### src/rtl/ptt_pkg.sv
package ptt_pkg;
  typedef enum logic [1:0] {
    MODE_SPLIT_TOGGLE = 2'd0,
    MODE_SPLIT_PWM    = 2'd1,
    MODE_CASC_TOGGLE  = 2'd2,
    MODE_CASC_PWM     = 2'd3
  } ptt_mode_e;

  localparam logic [1:0] ADDR_CTRL     = 2'd0;
  localparam logic [1:0] ADDR_VAL_LO   = 2'd1;
  localparam logic [1:0] ADDR_VAL_HI   = 2'd2;
  localparam logic [1:0] ADDR_FLAG_CLR = 2'd3;

  localparam int NUM_HALVES = 2;
endpackage

### src/rtl/ptt_regs.sv
module ptt_regs
  import ptt_pkg::*;
#(
  parameter int CW = 8
) (
  input  logic                  clk,
  input  logic                  rst_n,
  input  logic                  wr_en,
  input  logic [1:0]            wr_addr,
  input  logic [CW-1:0]         wr_data,
  output logic [NUM_HALVES-1:0] run,
  output ptt_mode_e             mode,
  output logic [CW-1:0]         val_lo,
  output logic [CW-1:0]         val_hi,
  output logic [NUM_HALVES-1:0] clr_req
);
  always_ff @(posedge clk) begin
    if (!rst_n) begin
      run    <= '0;
      mode   <= MODE_SPLIT_TOGGLE;
      val_lo <= '0;
      val_hi <= '0;
    end else if (wr_en) begin
      case (wr_addr)
        ADDR_CTRL: begin
          run  <= wr_data[1:0];
          mode <= ptt_mode_e'(wr_data[3:2]);
        end
        ADDR_VAL_LO: val_lo <= wr_data;
        ADDR_VAL_HI: val_hi <= wr_data;
        default: ;
      endcase
    end
  end

  // write-one-to-clear request, one bit per half
  always_comb begin
    clr_req = '0;
    if (wr_en && wr_addr == ADDR_FLAG_CLR) clr_req = wr_data[NUM_HALVES-1:0];
  end
endmodule

### src/rtl/ptt_half.sv
module ptt_half #(
  parameter int CW = 8
) (
  input  logic          clk,
  input  logic          rst_n,
  input  logic          run,
  input  logic          step,
  input  logic          pwm_sel,
  input  logic [CW-1:0] value,
  output logic [CW-1:0] cnt,
  output logic [CW-1:0] shadow,
  output logic          term,
  output logic          evt,
  output logic          tog,
  output logic          level
);
  localparam logic [CW-1:0] CNT_TOP = '1;

  // terminal count: wrap point in PWM, period match otherwise
  assign term  = pwm_sel ? (cnt == CNT_TOP) : (cnt == value);
  assign evt   = run && step && term;
  assign level = run && (cnt < shadow);

  always_ff @(posedge clk) begin
    if (!rst_n) begin
      cnt    <= '0;
      shadow <= '0;
      tog    <= 1'b0;
    end else if (!run) begin
      cnt    <= '0;
      tog    <= 1'b0;
      shadow <= value;
    end else if (step) begin
      if (pwm_sel) begin
        cnt <= cnt + 1'b1;
        if (term) shadow <= value;
      end else if (term) begin
        cnt <= '0;
        tog <= ~tog;
      end else begin
        cnt <= cnt + 1'b1;
      end
    end
  end
endmodule

### src/rtl/ptt_flags.sv
module ptt_flags #(
  parameter int N = 2
) (
  input  logic         clk,
  input  logic         rst_n,
  input  logic [N-1:0] set_evt,
  input  logic [N-1:0] clr_req,
  output logic [N-1:0] flags
);
  // a same-cycle event wins over a clear
  always_ff @(posedge clk) begin
    if (!rst_n) flags <= '0;
    else        flags <= (flags & ~clr_req) | set_evt;
  end
endmodule

### src/rtl/dual_pwm_timer.sv
module dual_pwm_timer
  import ptt_pkg::*;
#(
  parameter int CW = 8
) (
  input  logic          clk,
  input  logic          rst_n,
  input  logic          tick_en,
  input  logic          wr_en,
  input  logic [1:0]    wr_addr,
  input  logic [CW-1:0] wr_data,
  output logic          out_lo,
  output logic          out_hi,
  output logic          irq,
  output logic          flag_lo,
  output logic          flag_hi
);
  logic [NUM_HALVES-1:0] run, step, pwm_sel, term, evt, tog, lvl, pin, clr_req, flags;
  logic [CW-1:0]         val    [NUM_HALVES];
  logic [CW-1:0]         cnt    [NUM_HALVES];
  logic [CW-1:0]         shadow [NUM_HALVES];
  ptt_mode_e             mode;
  logic                  cascade;

  ptt_regs #(.CW(CW)) u_regs (
    .clk(clk), .rst_n(rst_n), .wr_en(wr_en), .wr_addr(wr_addr), .wr_data(wr_data),
    .run(run), .mode(mode), .val_lo(val[0]), .val_hi(val[1]), .clr_req(clr_req)
  );

  assign cascade = (mode == MODE_CASC_TOGGLE) || (mode == MODE_CASC_PWM);

  always_comb begin
    pwm_sel[0] = (mode == MODE_SPLIT_PWM) || (mode == MODE_CASC_PWM);
    pwm_sel[1] = (mode == MODE_SPLIT_PWM);
    step[0]    = tick_en;
    step[1]    = cascade ? (tick_en && run[0] && term[0]) : tick_en;
  end

  for (genvar h = 0; h < NUM_HALVES; h++) begin : g_half
    ptt_half #(.CW(CW)) u_half (
      .clk(clk), .rst_n(rst_n), .run(run[h]), .step(step[h]), .pwm_sel(pwm_sel[h]),
      .value(val[h]), .cnt(cnt[h]), .shadow(shadow[h]), .term(term[h]), .evt(evt[h]),
      .tog(tog[h]), .level(lvl[h])
    );
    assign pin[h] = pwm_sel[h] ? lvl[h] : tog[h];
  end

  ptt_flags #(.N(NUM_HALVES)) u_flags (
    .clk(clk), .rst_n(rst_n), .set_evt(evt), .clr_req(clr_req), .flags(flags)
  );

  assign out_lo  = pin[0];
  assign out_hi  = pin[1];
  assign flag_lo = flags[0];
  assign flag_hi = flags[1];
  assign irq     = |flags;
endmodule

### config.mk
export PLATFORM = sky130hd
export DESIGN_NAME = dual_pwm_timer
export DESIGN_NICKNAME = d
export VERILOG_FILES = /design/src/rtl/ptt_pkg.sv /design/src/rtl/ptt_regs.sv /design/src/rtl/ptt_half.sv /design/src/rtl/ptt_flags.sv /design/src/rtl/dual_pwm_timer.sv
export SDC_FILE = /design/constraint.sdc
export NUM_CORES = 1
export LEC_CHECK = 0
export BUFFER_PORTS_ARGS = -buffer_cell sky130_fd_sc_hd__buf_2
export CAP_MARGIN = 20
export CORE_ASPECT_RATIO = 1.75
export CORE_UTILIZATION = 45
export CTS_CLUSTER_DIAMETER = 100
export DETAILED_ROUTE_END_ITERATION = 10
export HOLD_SLACK_MARGIN = 0.05
export SYNTH_ARGS = -nofsm -noshare
export SYNTH_HDL_FRONTEND = slang
export SYNTH_SLANG_ARGS = --single-unit
### constraint.sdc
create_clock -name clk -period 4.3 [get_ports clk]
set_input_delay 0.645 -clock clk [delete_from_list [all_inputs] [get_ports clk]]
set_output_delay 0.645 -clock clk [all_outputs]
set_load 0.005 [all_outputs]
==> results of run 1 <==
## area by class of cell
class | count | area [um^2]
fill | 674 | 3220
sequential | 56 | 1120
inverter | 18 | 67.6
multi-input combinational | 255 | 1810
tap | 82 | 103
timing repair buffer | 18 | 90.1
clock inverter | 3 | 42.5
clock buffer | 5 | 125
## tightest hold or removal path, cell delays in order, from the launching register on
cell and delay [ns]:
dfxtp_1 0.31, nand2_1 0.05, mux2i_1 0.05
## final timing paths
check | endpoint | cells past startpoint | from | slack, ns
worst min register to register | g_half[1].u_half.shadow[7] | 2 | g_half[1].u_half.shadow[7] | 0.46
worst max-delay path | g_half[1].u_half.cnt[6] | 7 | u_regs.mode[0] | 1.34
worst max register to register | g_half[1].u_half.cnt[6] | 7 | u_regs.mode[0] | 1.34
worst min-delay path | g_half[1].u_half.shadow[7] | 2 | g_half[1].u_half.shadow[7] | 0.46
## power by group
part | internal (mW) | switching (mW)
combinational | 0.0401 | 0.0495
clock | 0.274 | 0.188
sequential | 0.528 | 0.0126
total | 0.843 | 0.250
## layer usage
metal	vias to the layer above	global-route usage, %
met4	0	11.4
met2	40	35.3
met5	-	0
met1	1104	21.3
li1	1218	-
met3	11	3.48
## cells by family after synthesis
group	Yosys count	synth area share, %
and+or+nand+nor	130	23.6
muxes	37	12.0
buffers and inverters	35	5.02
adders and majority gates	16	6.48
xor gates and xnor gates	21	5.95
DFF	56	36.3
AOI/OAI and AO/OA	51	10.7
## registers in the layout, summed over array words and instances, names as in the netlist
register and count:
u_regs.val_hi 8, u_flags.flags 2, u_regs.val_lo 8, u_regs.run 2, g_half.u_half.shadow 16, u_regs.mode 2, g_half.u_half.tog 2, g_half.u_half.cnt 16
## metrics by stage
stage | instances | area (um^2) | utilization, %
global route | 437 | 3360 | 51.1
detailed placement | 429 | 3200 | 48.5
finish | 437 | 3360 | 51.1
CTS | 437 | 3360 | 51.1
global placement | 429 | 3200 | 48.5
floorplan | 346 | 3090 | -
## cells in the final DEF, fill, tap and decap left out, drive strengths merged, types with 4 or more instances in the layout
cell and instances:
dfxtp 56, mux2i 37, nor2b 32, nand2 31
nor2 20, inv 18, buf 18, a21oi 17
ha 16, xor2 14, o21ai 11, xnor2 7
nand4 7, clkbuf 5, nand2b 4, nor3 4
nand3 4, or3 4
==> flow_summary.json, run 1 <==
{
  "outcome": "finished, final reports clean",
  "cts.hold.buffers_added": 0,
  "power_mw": 1.09,
  "synth_area_per_cell_um2": 8.93,
  "worstPathCellList": "or4b_1 -> and4_1 -> a211oi_2 -> a41oi_1 -> nand2b_1 -> or3_1 -> a21oi_1",
  "antenna_left": 0,
  "cts_resized": 0,
  "yosys.area.top_type": "dfxtp_1",
  "synth_async_sr_flop_share_pct": 0,
  "critPathTopFamily": "simple AND/OR/NAND/NOR gates",
  "critPathMaxStageDelay_ns": 0.57,
  "period_share_pct": 68.8,
  "cts_tree": "yes",
  "portBuffers": 18,
  "hold_viol": 0,
  "yosys-top-cells-area": "dfxtp_1 36%, mux2i_1 12%, ha_1 6.5%, nor2b_1 6.5%, xor2_1 4.0%",
  "dr.pass1.iters": 4,
  "route.met3.wl_um": 159,
  "relSlewSlack_pct": 29.7,
  "die-height_um": 112,
  "crit_slowest_cell": "or4b_1",
  "wl_met1_um": 2670,
  "numCtsBuffers": 5,
  "grt_antenna_before_repair": 0,
  "track_usage_pct": 19.8,
  "ys_seq_area_share_pct": 36.3,
  "ir_worst_vdd_mv": 0.208,
  "root_buffer": "clkbuf_16",
  "ys_top_cells_by_count": "56 x dfxtp_1, 37 x mux2i_1, 32 x nor2b_1",
  "cts.sinks": 56,
  "gp_congestion": 0.780,
  "yosysMostFrequentCell": "dfxtp_1",
  "yosysUniqueCellTypes": 48,
  "fmax_mhz": 338,
  "finClkSkew_ns": 0.00503,
  "path_clk_slew_ns": 0.07,
  "rsz0062_at_grt": "false",
  "drv_cap": 0,
  "drive_above_1_share_pct": 8.73,
  "ys_ff_latch": 56,
  "synth_flop_cell": "dfxtp_1",
  "hold_class": "reg2reg",
  "clkLatencyLatePin_ns": 0.30,
  "arrival_ns": 3.18,
  "vias_per_cell": 5.43,
  "final_nets": 384,
  "tightest_slew_ns": 1.04,
  "die_w_um": 64.6,
  "crit_type": "reg2reg",
  "period_minus_slack_ns": 2.96,
  "grt.overflow.total": 0,
  "core.rowCount": 39,
  "path_buf_inv": 0,
  "synth_top_area_share_pct": 36.3,
  "num_vias": 2373,
  "dpl.hpwl_um": 4860,
  "start_util_pct": 46.9,
  "area_growth_pct": 8.83,
  "design.core.area_mm2": 0.00659,
  "synth_edf_count": 0,
  "grt_max_degree": 51,
  "routed_wl_um": 6440,
  "setup_violations": 0,
  "synthCells": 346,
  "tns_ns": 0,
  "hold_slack_ns": 0.462,
  "design.die.area_mm2": 0.00722,
  "power.leakage_nw": 1.29,
  "grt_pass1_vias": 2306,
  "avgRoutedWirePerCell_um": 14.7,
  "worst_slack_ns": 1.34,
  "drv_slew": 0,
  "drtIter0Drc": 98,
  "grt_pass1_wl_um": 11000,
  "power_density_mw_per_mm2": 325,
  "clock_path_buffers": 2,
  "cts_setup_buffers": 0,
  "top_layer": "met4",
  "detail_route.drc_violations": 0,
  "yosysWarnings": 0,
  "cp_max_fo": 22,
  "io_pins": 19,
  "postSynthNetCount": 376,
  "diodes": 0,
  "end_kind": "flip-flop",
  "cts-htree-levels": 2,
  "required_ns": 4.52,
  "dpl_worst_slack_ns": 1.35,
  "critPathLaunchType": "flip-flop",
  "synth_area_mm2": 0.00309,
  "met2_length_um": 3370
}
Power figures use the tool's default switching activity.
==> inputs of run 2 (changes only) <==
==> constraint.sdc (replaced) <==
create_clock -name clk -period 2.5 [get_ports clk]
set_input_delay 0.375 -clock clk [delete_from_list [all_inputs] [get_ports clk]]
set_output_delay 0.375 -clock clk [all_outputs]
set_load 0.005 [all_outputs]
==> flow_summary.json, run 2 (synthesis gave the netlist of run 1 again) <==
{
  "detail_route.drc_violations": 0,
  "met2_length_um": 3980,
  "num_vias": 2449,
  "design.core.area_mm2": 0.00659,
  "path_buf_inv": 1,
  "design.die.area_mm2": 0.00722,
  "drv_cap": 0,
  "grt_pass1_vias": 2412,
  "portBuffers": 18,
  "die-height_um": 112,
  "relSlewSlack_pct": 60.4,
  "route.met3.wl_um": 136,
  "n_fill_cell": 637,
  "critPathMaxStageDelay_ns": 0.49,
  "path_clk_slew_ns": 0.07,
  "hold_class": "in2reg",
  "clkLatencyLatePin_ns": 0.30,
  "gp_congestion": 0.879,
  "required_ns": 2.68,
  "power.leakage_nw": 1.40,
  "ir_worst_vdd_mv": 0.354,
  "hold_viol": 0,
  "clock_path_buffers": 2,
  "core.rowCount": 39,
  "drtIter0Drc": 100,
  "instances_no_fill": 457,
  "grt_antenna_before_repair": 0,
  "drv_slew": 0,
  "avgRoutedWirePerCell_um": 15.5,
  "grt_pass1_wl_um": 11500,
  "mostFrequentLayoutCell": "dfxtp_1",
  "placedCellCount": 448,
  "power_density_mw_per_mm2": 514,
  "cp_max_fo": 11,
  "start_util_pct": 46.9,
  "cts-htree-levels": 2,
  "critPathTopFamily": "compound AO/OA/AOI/OAI gates",
  "area_growth_pct": 14.5,
  "vias_per_cell": 5.36,
  "cts.hold.buffers_added": 0,
  "crit_type": "reg2reg",
  "track_usage_pct": 21.1,
  "antenna_left": 0,
  "finClkSkew_ns": 0.00720,
  "reg_top3": "g_half.u_half.cnt (16), g_half.u_half.shadow (16)",
  "arrival_ns": 2.59,
  "end_kind": "flip-flop",
  "outcome": "finished, final reports clean",
  "root_buffer": "clkbuf_16",
  "diodes": 0,
  "numCtsBuffers": 5,
  "dpl.hpwl_um": 5320,
  "critPathLaunchType": "flip-flop",
  "final_nets": 404,
  "tns_ns": 0,
  "grt_max_degree": 37,
  "wl_met1_um": 2850,
  "drive_above_1_share_pct": 16.0,
  "worstPathCellList": "or4b_1 -> and4_1 -> a211oi_2 -> a41oi_2 -> buf_12 -> o31a_2 -> mux2i_1",
  "dr.pass1.iters": 4,
  "die_w_um": 64.6,
  "top_layer": "met4",
  "crit_slowest_cell": "or4b_1",
  "mostFrequentLayoutCells": "55 x dfxtp_1, 37 x mux2i_1, 31 x nor2b_1, 31 x nand2_1, 20 x nor2_1",
  "routed_wl_um": 7080,
  "period_share_pct": 96.4,
  "cts_tree": "yes",
  "cts.sinks": 56,
  "grt.overflow.total": 0,
  "setup_violations": 0,
  "tightest_slew_ns": 0.592,
  "io_pins": 19,
  "fmax_mhz": 415,
  "rsz0062_at_grt": "false",
  "period_minus_slack_ns": 2.41
}
-- run 2: changes by cell type in the layout (fill, tap and decap cells not counted), sizes merged --
cell | before | now
clkinv | 1 | 3
clkinvlp | 1 | 0
bufinv | 1 | 0
buf | 18 | 38
-- run 2: what timing repair did --
item | CTS | global route
setup buffers | 0 | 1
pin swaps | 0 | 2
resized for setup | 2 | 8
endpoints found under the hold margin | 0 | 0
endpoints found under the setup margin | 2 | 18
-- run 2: report_power, final --
part	internal [mW]	total [mW]	switching, mW
sequential	0.909	0.926	0.0169
clock	0.371	0.705	0.334
combinational	0.0904	0.189	0.0987
-- run 2: worst paths after layout --
path                              start                          to  slack (ns)  cells after the start
max                      u_regs.mode[0]  g_half[1].u_half.shadow[2]        0.09                      7
min                          wr_data[5]            u_regs.val_lo[5]        0.35                      3
max reg2reg              u_regs.mode[0]  g_half[1].u_half.shadow[2]        0.09                      7
min reg2reg  g_half[1].u_half.shadow[1]  g_half[1].u_half.shadow[1]        0.46                      2
-- run 2: layout make-up --
| class | instances | area, um^2 | area share (%) |
|---|---|---|---|
| multi-input cells | 255 | 1850 | 52.2 |
| flip-flops and latches | 56 | 1120 | 31.7 |
| repair buffers | 38 | 253 | 7.15 |
| clock buffers | 5 | 125 | 3.54 |
| well taps | 82 | 103 | 2.90 |
| inverters | 18 | 67.6 | 1.91 |
| clock inverters | 3 | 18.8 | 0.531 |
-- run 2: metal layers --
metal	vias up	global-route usage (%)
met2	29	40.2
met3	6	3.69
li1	1261	-
met5	-	0
met1	1153	21.6
met4	0	9.04
-- run 2: worst register-to-register path, stage by stage, from the launching register on --
cell,delay (ns)
dfxtp_1,0.34
or4b_1,0.49
and4_1,0.19
a211oi_2,0.30
a41oi_2,0.20
buf_12,0.18
o31a_2,0.43
mux2i_1,0.15
-- run 2: per-stage QoR --
stage	hold WS [ns]	utilization [%]	total power [mW]	setup slack [ns]	instance area, um^2
final	0.349	53.7	1.82	0.0899	3540
after global routing	0.371	53.7	1.89	0.00383	3540
after floorplan	0.438	-	1.06	0.204	3090
after detailed placement	0.453	50.9	1.13	0.0339	3350
after CTS	0.351	53.1	1.83	0.0150	3500
after global placement	0.446	50.9	1.12	0.0549	3350
